**src/rtl/sdac_pkg.sv**
```systemverilog
package sdac_pkg;

  typedef enum logic [2:0] {
    ST_IDLE = 3'd0,
    ST_LEAD = 3'd1,
    ST_HIGH = 3'd2,
    ST_LOW  = 3'd3,
    ST_TAIL = 3'd4,
    ST_LOAD = 3'd5
  } sdac_state_e;

  function automatic int max_of2(input int a, input int b);
    return (a > b) ? a : b;
  endfunction

endpackage

```
**src/rtl/sdac_timer.sv**
```systemverilog
module sdac_timer #(
  parameter int CW = 4
) (
  input  logic          clk,
  input  logic          rst_n,
  input  logic          load,
  input  logic [CW-1:0] val,
  output logic          expired
);

  logic [CW-1:0] cnt_q, cnt_d;

  always_comb begin
    cnt_d = cnt_q;
    if (load)
      cnt_d = val;
    else if (cnt_q != '0)
      cnt_d = cnt_q - CW'(1);
  end

  always_ff @(posedge clk or negedge rst_n) begin
    if (!rst_n) cnt_q <= '0;
    else        cnt_q <= cnt_d;
  end

  assign expired = (cnt_q == '0);

endmodule

```
**src/rtl/sdac_seq.sv**
```systemverilog
module sdac_seq
  import sdac_pkg::*;
#(
  parameter int NB     = 32,
  parameter int BCW    = 6,
  parameter int CW     = 4,
  parameter int T_LEAD = 2,
  parameter int T_HIGH = 3,
  parameter int T_LOW  = 2,
  parameter int T_TAIL = 4,
  parameter int T_LOAD = 3
) (
  input  logic          clk,
  input  logic          rst_n,
  input  logic          req_valid,
  output logic          req_ready,
  input  logic          expired,
  output logic          tmr_load,
  output logic [CW-1:0] tmr_val,
  output logic          sclk,
  output logic          en_n,
  output logic          done,
  output logic          accept,
  output logic          sample,
  output logic          rotate
);

  sdac_state_e    state_q, state_d;
  logic [BCW-1:0] bits_q, bits_d;
  logic           sclk_q, sclk_d, en_n_q, en_n_d, done_q, done_d;

  always_comb begin
    state_d  = state_q;
    bits_d   = bits_q;
    tmr_load = 1'b0;
    tmr_val  = '0;
    accept   = 1'b0;
    sample   = 1'b0;
    rotate   = 1'b0;
    done_d   = 1'b0;
    case (state_q)
      ST_IDLE: if (req_valid) begin
        accept   = 1'b1;
        state_d  = ST_LEAD;
        tmr_load = 1'b1;
        tmr_val  = CW'(T_LEAD - 1);
        bits_d   = BCW'(NB);
      end
      ST_LEAD, ST_LOW: if (expired) begin
        state_d  = ST_HIGH;
        tmr_load = 1'b1;
        tmr_val  = CW'(T_HIGH - 1);
        sample   = 1'b1;
        bits_d   = bits_q - BCW'(1);
      end
      ST_HIGH: if (expired) begin
        rotate   = 1'b1;
        tmr_load = 1'b1;
        if (bits_q == '0) begin
          state_d = ST_TAIL;
          tmr_val = CW'(T_TAIL - 1);
        end else begin
          state_d = ST_LOW;
          tmr_val = CW'(T_LOW - 1);
        end
      end
      ST_TAIL: if (expired) begin
        state_d  = ST_LOAD;
        tmr_load = 1'b1;
        tmr_val  = CW'(T_LOAD - 1);
      end
      ST_LOAD: if (expired) begin
        state_d = ST_IDLE;
        done_d  = 1'b1;
      end
      default: state_d = ST_IDLE;
    endcase
    sclk_d = (state_d == ST_HIGH);
    en_n_d = (state_d == ST_IDLE) || (state_d == ST_LOAD);
  end

  always_ff @(posedge clk or negedge rst_n) begin
    if (!rst_n) begin
      state_q <= ST_IDLE;
      bits_q  <= '0;
      sclk_q  <= 1'b0;
      en_n_q  <= 1'b1;
      done_q  <= 1'b0;
    end else begin
      state_q <= state_d;
      bits_q  <= bits_d;
      sclk_q  <= sclk_d;
      en_n_q  <= en_n_d;
      done_q  <= done_d;
    end
  end

  assign req_ready = (state_q == ST_IDLE);
  assign sclk      = sclk_q;
  assign en_n      = en_n_q;
  assign done      = done_q;

endmodule

```
**src/rtl/sdac_shreg.sv**
```systemverilog
module sdac_shreg #(
  parameter int NB      = 32,
  parameter bit RDBK_EN = 1'b1
) (
  input  logic          clk,
  input  logic          rst_n,
  input  logic          accept,
  input  logic [NB-1:0] load_data,
  input  logic          rotate,
  input  logic          sample,
  input  logic          sdi,
  output logic          sdo,
  output logic          mismatch
);

  logic [NB-1:0] out_q, out_d;

  always_comb begin
    out_d = out_q;
    if (accept)
      out_d = load_data;
    else if (rotate)
      out_d = {out_q[NB-2:0], out_q[NB-1]};
  end

  always_ff @(posedge clk or negedge rst_n) begin
    if (!rst_n) out_q <= '0;
    else        out_q <= out_d;
  end

  assign sdo = out_q[NB-1];

  generate
    if (RDBK_EN) begin : g_rdbk
      logic [NB-1:0] exp_q, exp_d;
      logic          mis_q, mis_d;

      always_comb begin
        exp_d = exp_q;
        mis_d = mis_q;
        if (accept) begin
          exp_d = out_q;
          mis_d = 1'b0;
        end else begin
          if (rotate)
            exp_d = {exp_q[NB-2:0], exp_q[NB-1]};
          if (sample && (sdi != exp_q[NB-1]))
            mis_d = 1'b1;
        end
      end

      always_ff @(posedge clk or negedge rst_n) begin
        if (!rst_n) begin
          exp_q <= '0;
          mis_q <= 1'b0;
        end else begin
          exp_q <= exp_d;
          mis_q <= mis_d;
        end
      end

      assign mismatch = mis_q;
    end else begin : g_no_rdbk
      logic unused_rdbk;
      assign unused_rdbk = sdi ^ sample;
      assign mismatch    = 1'b0;
    end
  endgenerate

endmodule

```
**src/rtl/sdac_chain_ctrl.sv**
```systemverilog
module sdac_chain_ctrl
  import sdac_pkg::*;
#(
  parameter int N_DEV   = 2,
  parameter int WORD_W  = 16,
  parameter int T_LEAD  = 2,
  parameter int T_HIGH  = 3,
  parameter int T_LOW   = 2,
  parameter int T_TAIL  = 4,
  parameter int T_LOAD  = 3,
  parameter bit RDBK_EN = 1'b1
) (
  input  logic                    clk,
  input  logic                    rst_n,
  input  logic                    req_valid,
  output logic                    req_ready,
  input  logic [N_DEV*WORD_W-1:0] req_data,
  output logic                    dac_sclk,
  output logic                    dac_sdo,
  output logic                    dac_en_n,
  input  logic                    dac_sdi,
  output logic                    done,
  output logic                    mismatch
);

  localparam int NB   = N_DEV * WORD_W;
  localparam int BCW  = $clog2(NB + 1);
  localparam int TMAX = max_of2(max_of2(max_of2(T_LEAD, T_HIGH), max_of2(T_LOW, T_TAIL)), T_LOAD);
  localparam int CW   = $clog2(TMAX + 1);

  logic          tmr_load, expired, accept, sample, rotate;
  logic [CW-1:0] tmr_val;

  sdac_timer #(.CW(CW)) u_timer (
    .clk     (clk),
    .rst_n   (rst_n),
    .load    (tmr_load),
    .val     (tmr_val),
    .expired (expired)
  );

  sdac_seq #(
    .NB(NB), .BCW(BCW), .CW(CW),
    .T_LEAD(T_LEAD), .T_HIGH(T_HIGH), .T_LOW(T_LOW),
    .T_TAIL(T_TAIL), .T_LOAD(T_LOAD)
  ) u_seq (
    .clk       (clk),
    .rst_n     (rst_n),
    .req_valid (req_valid),
    .req_ready (req_ready),
    .expired   (expired),
    .tmr_load  (tmr_load),
    .tmr_val   (tmr_val),
    .sclk      (dac_sclk),
    .en_n      (dac_en_n),
    .done      (done),
    .accept    (accept),
    .sample    (sample),
    .rotate    (rotate)
  );

  sdac_shreg #(.NB(NB), .RDBK_EN(RDBK_EN)) u_shreg (
    .clk       (clk),
    .rst_n     (rst_n),
    .accept    (accept),
    .load_data (req_data),
    .rotate    (rotate),
    .sample    (sample),
    .sdi       (dac_sdi),
    .sdo       (dac_sdo),
    .mismatch  (mismatch)
  );

endmodule

```
**config.mk**
```make
export PLATFORM = sky130hd
export DESIGN_NAME = sdac_chain_ctrl
export DESIGN_NICKNAME = d
export VERILOG_FILES = /design/src/rtl/sdac_pkg.sv /design/src/rtl/sdac_timer.sv /design/src/rtl/sdac_seq.sv /design/src/rtl/sdac_shreg.sv /design/src/rtl/sdac_chain_ctrl.sv
export SDC_FILE = /design/constraint.sdc
export NUM_CORES = 1
export LEC_CHECK = 0
export ABC_CLOCK_PERIOD_IN_PS = 1900
export BUFFER_PORTS_ARGS = -buffer_cell sky130_fd_sc_hd__buf_2
export CORE_MARGIN = 4
export CORE_UTILIZATION = 53
export DETAILED_ROUTE_END_ITERATION = 7
export PLACE_DENSITY = 0.75
export SLEW_MARGIN = 20
export SYNTH_ARGS = -nofsm -noshare
export SYNTH_HDL_FRONTEND = slang
export SYNTH_SLANG_ARGS = --single-unit
export TNS_END_PERCENT = 10
```
**constraint.sdc**
```tcl
create_clock -name clk -period 1.9 [get_ports clk]
set_clock_uncertainty 0.05 [all_clocks]
set_input_delay 0.38 -clock clk [delete_from_list [all_inputs] [get_ports clk]]
set_output_delay 0.38 -clock clk [all_outputs]
set_load 0.05 [all_outputs]
```
==> flow_summary.yaml, run 1 <==
global_routing:
  grt.total_usage_pct: 17.5
  grt_pass1_vias: 2627
  grt_remaining_overflow: 0
  antenna_found_initial: 0
  grt_max_degree: 45
  grt_pass1_wl_um: 12200
sta:
  finalMaxSlewViolations: 0
  slew_headroom_pct: 66.7
  rsz0062_at_grt: "yes"
  setup_viol_count_final: 0
  max_freq_mhz: 552
  timing.final.crit_share_pct: 95.4
  period_needed_ps: 1810
  hold_violations: 0
  tightest_slew_ps: 500
finish:
  regArea_um2: 2000
  fill_cells: 598
  diodes: 0
  layout_commonest_cell: "dfrtp_1"
  fin_area_um2: 4620
  layout.nets: 463
  multiInputGateArea_um2: 1730
  syn_to_final_growth_pct: 15.9
  drive_gt1_share_pct: 22.1
  mostFrequentLayoutCells: "79 x dfrtp_1, 70 x nand2_1, 65 x o21ai_1"
  fin_util_pct: 63.3
hold_path:
  holdPathEnd: "u_shreg.out_q[31]"
  worstHoldStart: "req_data[31]"
  min_path_type: "primary input to flop"
  min_path_cells: 3
routing:
  post_drt_wl_per_cell_um: 14.2
  finalWirelength_um: 7480
  via_per_inst: 5.24
  drtPass1Iterations: 6
  drc: 0
  drtIter0Drc: 107
  num_vias: 2767
  drtAntennaViolNets: 0
cts:
  clock_latency_ps: 350
  cts_setup_buffers: 0
  cts_buffer_depth: 2
  h-tree-depth: 3
  cts.sinks: 80
  cts_buffers: 9
  cts.clk_slew.worst_paths_ps: 80
  cts-root-buf: "clkbuf_8"
  cts_tree: "done"
floorplanning:
  fp.dieH_um: 94.7
  start_util_pct: 54.6
  row_count: 31
  die_area_um2: 8970
  die_width_um: 94.7
  core_um2: 7290
  pin_count: 42
logic_synthesis:
  syn-cell-area_um2: 3980
  synth_cell_types: 40
  synth.avg_cell_area_um2: 10.6
  netlist_instances: 376
  synth_seq_cells: 80
  seq_area_frac_synth_pct: 50.3
  synth_nets: 415
  ys.warnings.count: 0
critical_path:
  max_stage_delay_ps: 400
  arrival_ps: 1380
  ff2ff_path_depth: 7
  slowest_stage: "dfrtp_1"
  endpoint_kind: "output pin"
  crit_type: "flop to output pin"
  worstPathRequired_ps: 1470
  cp_cell_sequence: "or2_4 > nor2_4 > buf_2"
  reg2reg_from: "u_timer.cnt_q[0]"
  cp-start-kind: "flop"
  r2r_slack_ps: 90
  worstReg2RegEnd: "u_shreg.g_rdbk.exp_q[14]"
  crit_fanout: 5
pwr:
  powerDensity_nw_per_um2: 1440
  vdd_drop_max_mv: 0.938
  p_leak_nw: 1.90
status:
  status: "complete, no violations"
placement:
  place_congestion: 0.892
  place_area_um2: 4290
  port_buffers: 41
  dp_hpwl_um: 4890
flow_run:
  maxCapViolCount: 0
[power by group]
part	internal [mW]	switching [mW]
combinational	1.18	1.48
clock	0.777	0.620
sequential	2.23	0.376
total	4.18	2.48
[through the flow]
| step | setup slack (ps) | std cells | hold WS, ps | setup TNS (ps) | power (mW) |
|---|---|---|---|---|---|
| floorplan | -36.6 | 376 | 34.4 | -2020 | 4.47 |
| global placement | 157 | 508 | 332 | 0 | 4.97 |
| detailed placement | 74.4 | 508 | 331 | 0 | 5.06 |
| CTS | 44.8 | 525 | 239 | 0 | 6.47 |
| global route | -6.86 | 528 | 245 | -12.4 | 7.12 |
| finish | 87.8 | 528 | 245 | 0 | 6.66 |
[metal layers]
layer  routed length (um)  share of wire [%]  up-vias  GRT usage [%]
met4                  157                2.1        0           7.21
li1                     -                  -     1398              -
met5                    0                  0        -              0
met3                  242                3.2       14           3.98
met1                 3510                 47     1317           23.0
met2                 3570                 48       38           27.8
[cells by family after synthesis]
family | Yosys count | share of synthesized area (%)
mux | 64 | 16.1
flops | 80 | 50.3
buf+inv | 34 | 7.07
simple gates | 103 | 12.2
compound gates | 86 | 12.1
xor+xnor | 6 | 1.32
fa+ha+maj | 3 | 0.943
[critical path: cells and delay by family, from the launching register on]
family | cells | cell delay [ps]
DFF | 1 | 400
and+or+nand+nor | 2 | 380
buffers and inverters | 1 | 260
[timing repair]
item	4_1_cts	5_1_grt
hold endpoints to repair	35	0
setup endpoints to repair	0	20
hold buffers	1	0
gates resized for setup	0	6
[cell type report]
cell class / count / share of cell area (%)
clock inverter: 5 / 1.71
timing repair buffer: 64 / 11.1
tap: 99 / 2.68
inverter: 7 / 0.569
clock buffer: 11 / 3.06
sequential: 80 / 43.4
multi-input combinational: 262 / 37.5
[cells in the mapped netlist (all sizes together)]
library cell   n  area [um2]
dfrtp         79        1980
nand2         71         267
o21ai         67         335
mux2i         64         641
buf           16         214
clkbuf        11        41.3
nor2          11        46.3
a21oi          7        35.0
inv            7        26.3
nand2b         4        25.0
nand3b         4        33.8
xnor2          4        35.0
ha             3        37.5
nor3           3        15.0
nor4           3        46.3
a211o          2        17.5
a211oi         2        15.0
o41ai          2        25.0
or3            2        12.5
xor2           2        17.5
a2111oi        1        8.76
a21o           1        15.0
a31oi          1        6.26
and2           1        8.76
dfstp          1        26.3
nand3          1        5.00
nor2b          1        6.26
o221ai         1        8.76
o22ai          1        6.26
o32ai          1        8.76
or2            1        8.76
or3b           1        11.3
[how the worst max path moves through the flow]
stage	depth (start not counted)	start	end
4_1_cts	7	u_timer.cnt_q[0]	u_seq.en_n
5_1_grt	7	u_timer.cnt_q[0]	u_shreg.g_rdbk.exp_q[18]
6_report	3	u_seq.state_q[1]	req_ready
3_3_place_gp	8	u_timer.cnt_q[0]	u_seq.bits_q[5]
3_5_place_dp	7	u_timer.cnt_q[0]	u_seq.en_n
2_1_floorplan	8	u_seq.state_q[0]	u_shreg.out_q[0]
[state kept, by name, summed over array words and instances (netlist names)]
name                  flops
u_seq.state_q             3
u_shreg.out_q            32
u_timer.cnt_q             3
u_shreg.g_rdbk.exp_q     32
u_seq.bits_q              6
u_seq.done                1
u_shreg.mismatch          1
u_seq.en_n                1
u_seq.sclk                1
Power figures use the tool's default switching activity.
==> inputs of run 2 (changes only) <==
--- a/config.mk
+++ b/config.mk
@@ -7,10 +7,12 @@
 export LEC_CHECK = 0
 export ABC_CLOCK_PERIOD_IN_PS = 1900
 export BUFFER_PORTS_ARGS = -buffer_cell sky130_fd_sc_hd__buf_2
+export CORE_ASPECT_RATIO = 0.75
 export CORE_MARGIN = 4
 export CORE_UTILIZATION = 53
 export DETAILED_ROUTE_END_ITERATION = 7
 export PLACE_DENSITY = 0.75
+export RECOVER_POWER = 50
 export SLEW_MARGIN = 20
 export SYNTH_ARGS = -nofsm -noshare
 export SYNTH_HDL_FRONTEND = slang
==> constraint.sdc (replaced) <==
create_clock -name clk -period 1.9 [get_ports clk]
set_clock_uncertainty 0.05 [all_clocks]
set_input_delay 0.095 -clock clk [delete_from_list [all_inputs] [get_ports clk]]
set_output_delay 0.095 -clock clk [all_outputs]
set_load 0.05 [all_outputs]
==> flow_summary.yaml, run 2 (synthesized netlist as in run 1, its figures left out) <==
finish:
  drive_gt1_share_pct: 19.5
  multiInputGateArea_um2: 1740
  mostFrequentLayoutCells: "79 x dfrtp_1, 71 x nand2_1, 65 x o21ai_1"
  fill_cells: 580
  largestRegisters: "u_shreg.g_rdbk.exp_q x32, u_shreg.out_q x32, u_seq.bits_q x6"
  layout_commonest_cell: "dfrtp_1"
  diodes: 0
  layout.nets: 485
  regArea_um2: 2000
  syn_to_final_growth_pct: 21.4
  fin_util_pct: 65.9
sta:
  timing.final.crit_share_pct: 95.5
  hold_violations: 0
  period_needed_ps: 1810
  rsz0062_at_grt: "yes"
  setup_tns_ps: 0
  max_freq_mhz: 551
  finalMaxSlewViolations: 0
  setup_viol_count_final: 0
  tightest_slew_ps: 977
  slew_headroom_pct: 34.9
global_routing:
  grt_pass1_vias: 2781
  antenna_found_initial: 0
  grt_pass1_wl_um: 12800
  grt.total_usage_pct: 17.8
  grt_max_degree: 77
  grt_remaining_overflow: 0
cts:
  cts_buffer_depth: 2
  cts_tree: "done"
  cts.sinks: 80
  cts-root-buf: "clkbuf_8"
  clock_latency_ps: 350
  cts.clk_slew.worst_paths_ps: 80
  cts_buffers: 9
  h-tree-depth: 3
hold_path:
  min_path_cells: 3
  holdPathEnd: "u_shreg.out_q[10]"
  min_path_type: "primary input to flop"
  worstHoldStart: "req_data[10]"
floorplanning:
  fp.dieH_um: 83.1
  pin_count: 42
  start_util_pct: 54.3
  die_area_um2: 8980
  core_um2: 7330
  die_width_um: 108
  row_count: 27
critical_path:
  ff2ff_path_depth: 7
  slowest_stage: "a211o_4"
  reg2reg_from: "u_timer.cnt_q[0]"
  worstPathRequired_ps: 2080
  crit_type: "flop to flop"
  crit_fanout: 52
  endpoint_kind: "flop"
  cp_top_family: "compound AO/OA/AOI/OAI gates"
  max_stage_delay_ps: 430
  worstReg2RegEnd: "u_shreg.out_q[10]"
  path_buf_inv: 2
  cp_cell_sequence: "inv_2 > ha_4 > nand3b_1 > a211o_4 > buf_16 > nand2_1 > o21ai_1"
  r2r_slack_ps: 90
  arrival_ps: 1990
  cp-start-kind: "flop"
routing:
  via_per_inst: 5.23
  post_drt_wl_per_cell_um: 14.3
  drtIter0Drc: 112
  finalWirelength_um: 7900
  drtPass1Iterations: 4
  num_vias: 2886
  drc: 0
  drtAntennaViolNets: 0
pwr:
  p_leak_nw: 1.95
  p_switching_mw: 2.51
  vdd_drop_max_mv: 0.655
  p_total_mw: 6.61
  powerDensity_nw_per_um2: 1370
  power_frac_seq_pct: 39.7
  internal_power_mw: 4.10
  pwr-share-clk_pct: 21.2
  p_sw_share_pct: 38.0
  combinationalPowerShare_pct: 39.1
placement:
  dp_hpwl_um: 4950
  place_congestion: 0.850
  port_buffers: 41
flow_run:
  maxCapViolCount: 0
status:
  status: "complete, no violations"
[run 2: changes by cell type in the layout (fill, tap and decap cells not counted), sizes merged]
cell         previous run  this run
dlygate4sd3             1        29
clkinvlp                0         2
buf                    60        51
inv                     8         7
clkbuf                 14        16
[run 2: through the flow]
stage / hold slack (ps) / instances / area (um2) / setup slack (ps)
after floorplan: -251 / 376 / 3990 / -36.6
after global placement: 57.0 / 505 / 4260 / 147
after detailed placement: 59.5 / 505 / 4260 / 8.60
after CTS: 4.09 / 550 / 4780 / 25.9
after global routing: 17.3 / 552 / 4830 / -43.3
final: 24.5 / 552 / 4830 / 86.4
[run 2: worst max-delay path by stage]
stage	from	endpoint	slack, ps	depth (start not counted)
after floorplan	u_seq.state_q[0]	u_shreg.out_q[0]	-40	8
after global placement	u_timer.cnt_q[0]	u_seq.sclk	150	7
after detailed placement	u_timer.cnt_q[0]	u_seq.en_n	9	7
after CTS	u_timer.cnt_q[0]	u_seq.en_n	30	7
after global routing	u_timer.cnt_q[0]	u_seq.en_n	-40	8
final	u_timer.cnt_q[0]	u_shreg.out_q[10]	90	7
[run 2: worst min-delay path: cells and delay by family]
| kind | cells | cell delay (ps) |
|---|---|---|
| multiplexers | 1 | 60 |
| buffers and inverters | 1 | 100 |
| AO/OA/AOI/OAI | 1 | 120 |
[run 2: metal layers]
layer,vias up,wire length (um),GRT usage (%)
met2,58,3720,27.1
met3,10,349,4.66
met5,-,0,0
met1,1381,3720,24.6
li1,1437,-,-
met4,0,108,6.42
[run 2: power by group through the flow]
stage          sequential [mW]  combinational, mW  clock [mW]
2_1_floorplan             2.64               1.83           0
3_3_place_gp              2.60               2.27           0
3_5_place_dp              2.63               2.35           0
4_1_cts                   2.60               2.41        1.44
5_1_grt                   2.69               2.89        1.50
6_report                  2.62               2.58        1.40
[run 2: timing repair]
item,4_1_cts,5_1_grt
hold buffers,29,0
setup buffers,0,1
setup endpoints to repair,0,29
hold endpoints to repair,64,0
gates resized for setup,0,9
[run 2: cell type report]
| class | count | area share (%) |
|---|---|---|
| Clock inverter | 6 | 1.92 |
| Multi-Input combinational cell | 262 | 36.0 |
| Sequential cell | 80 | 41.4 |
| Timing Repair Buffer | 86 | 14.6 |
| Tap cell | 101 | 2.61 |
| Clock buffer | 10 | 2.85 |
| Inverter | 7 | 0.544 |
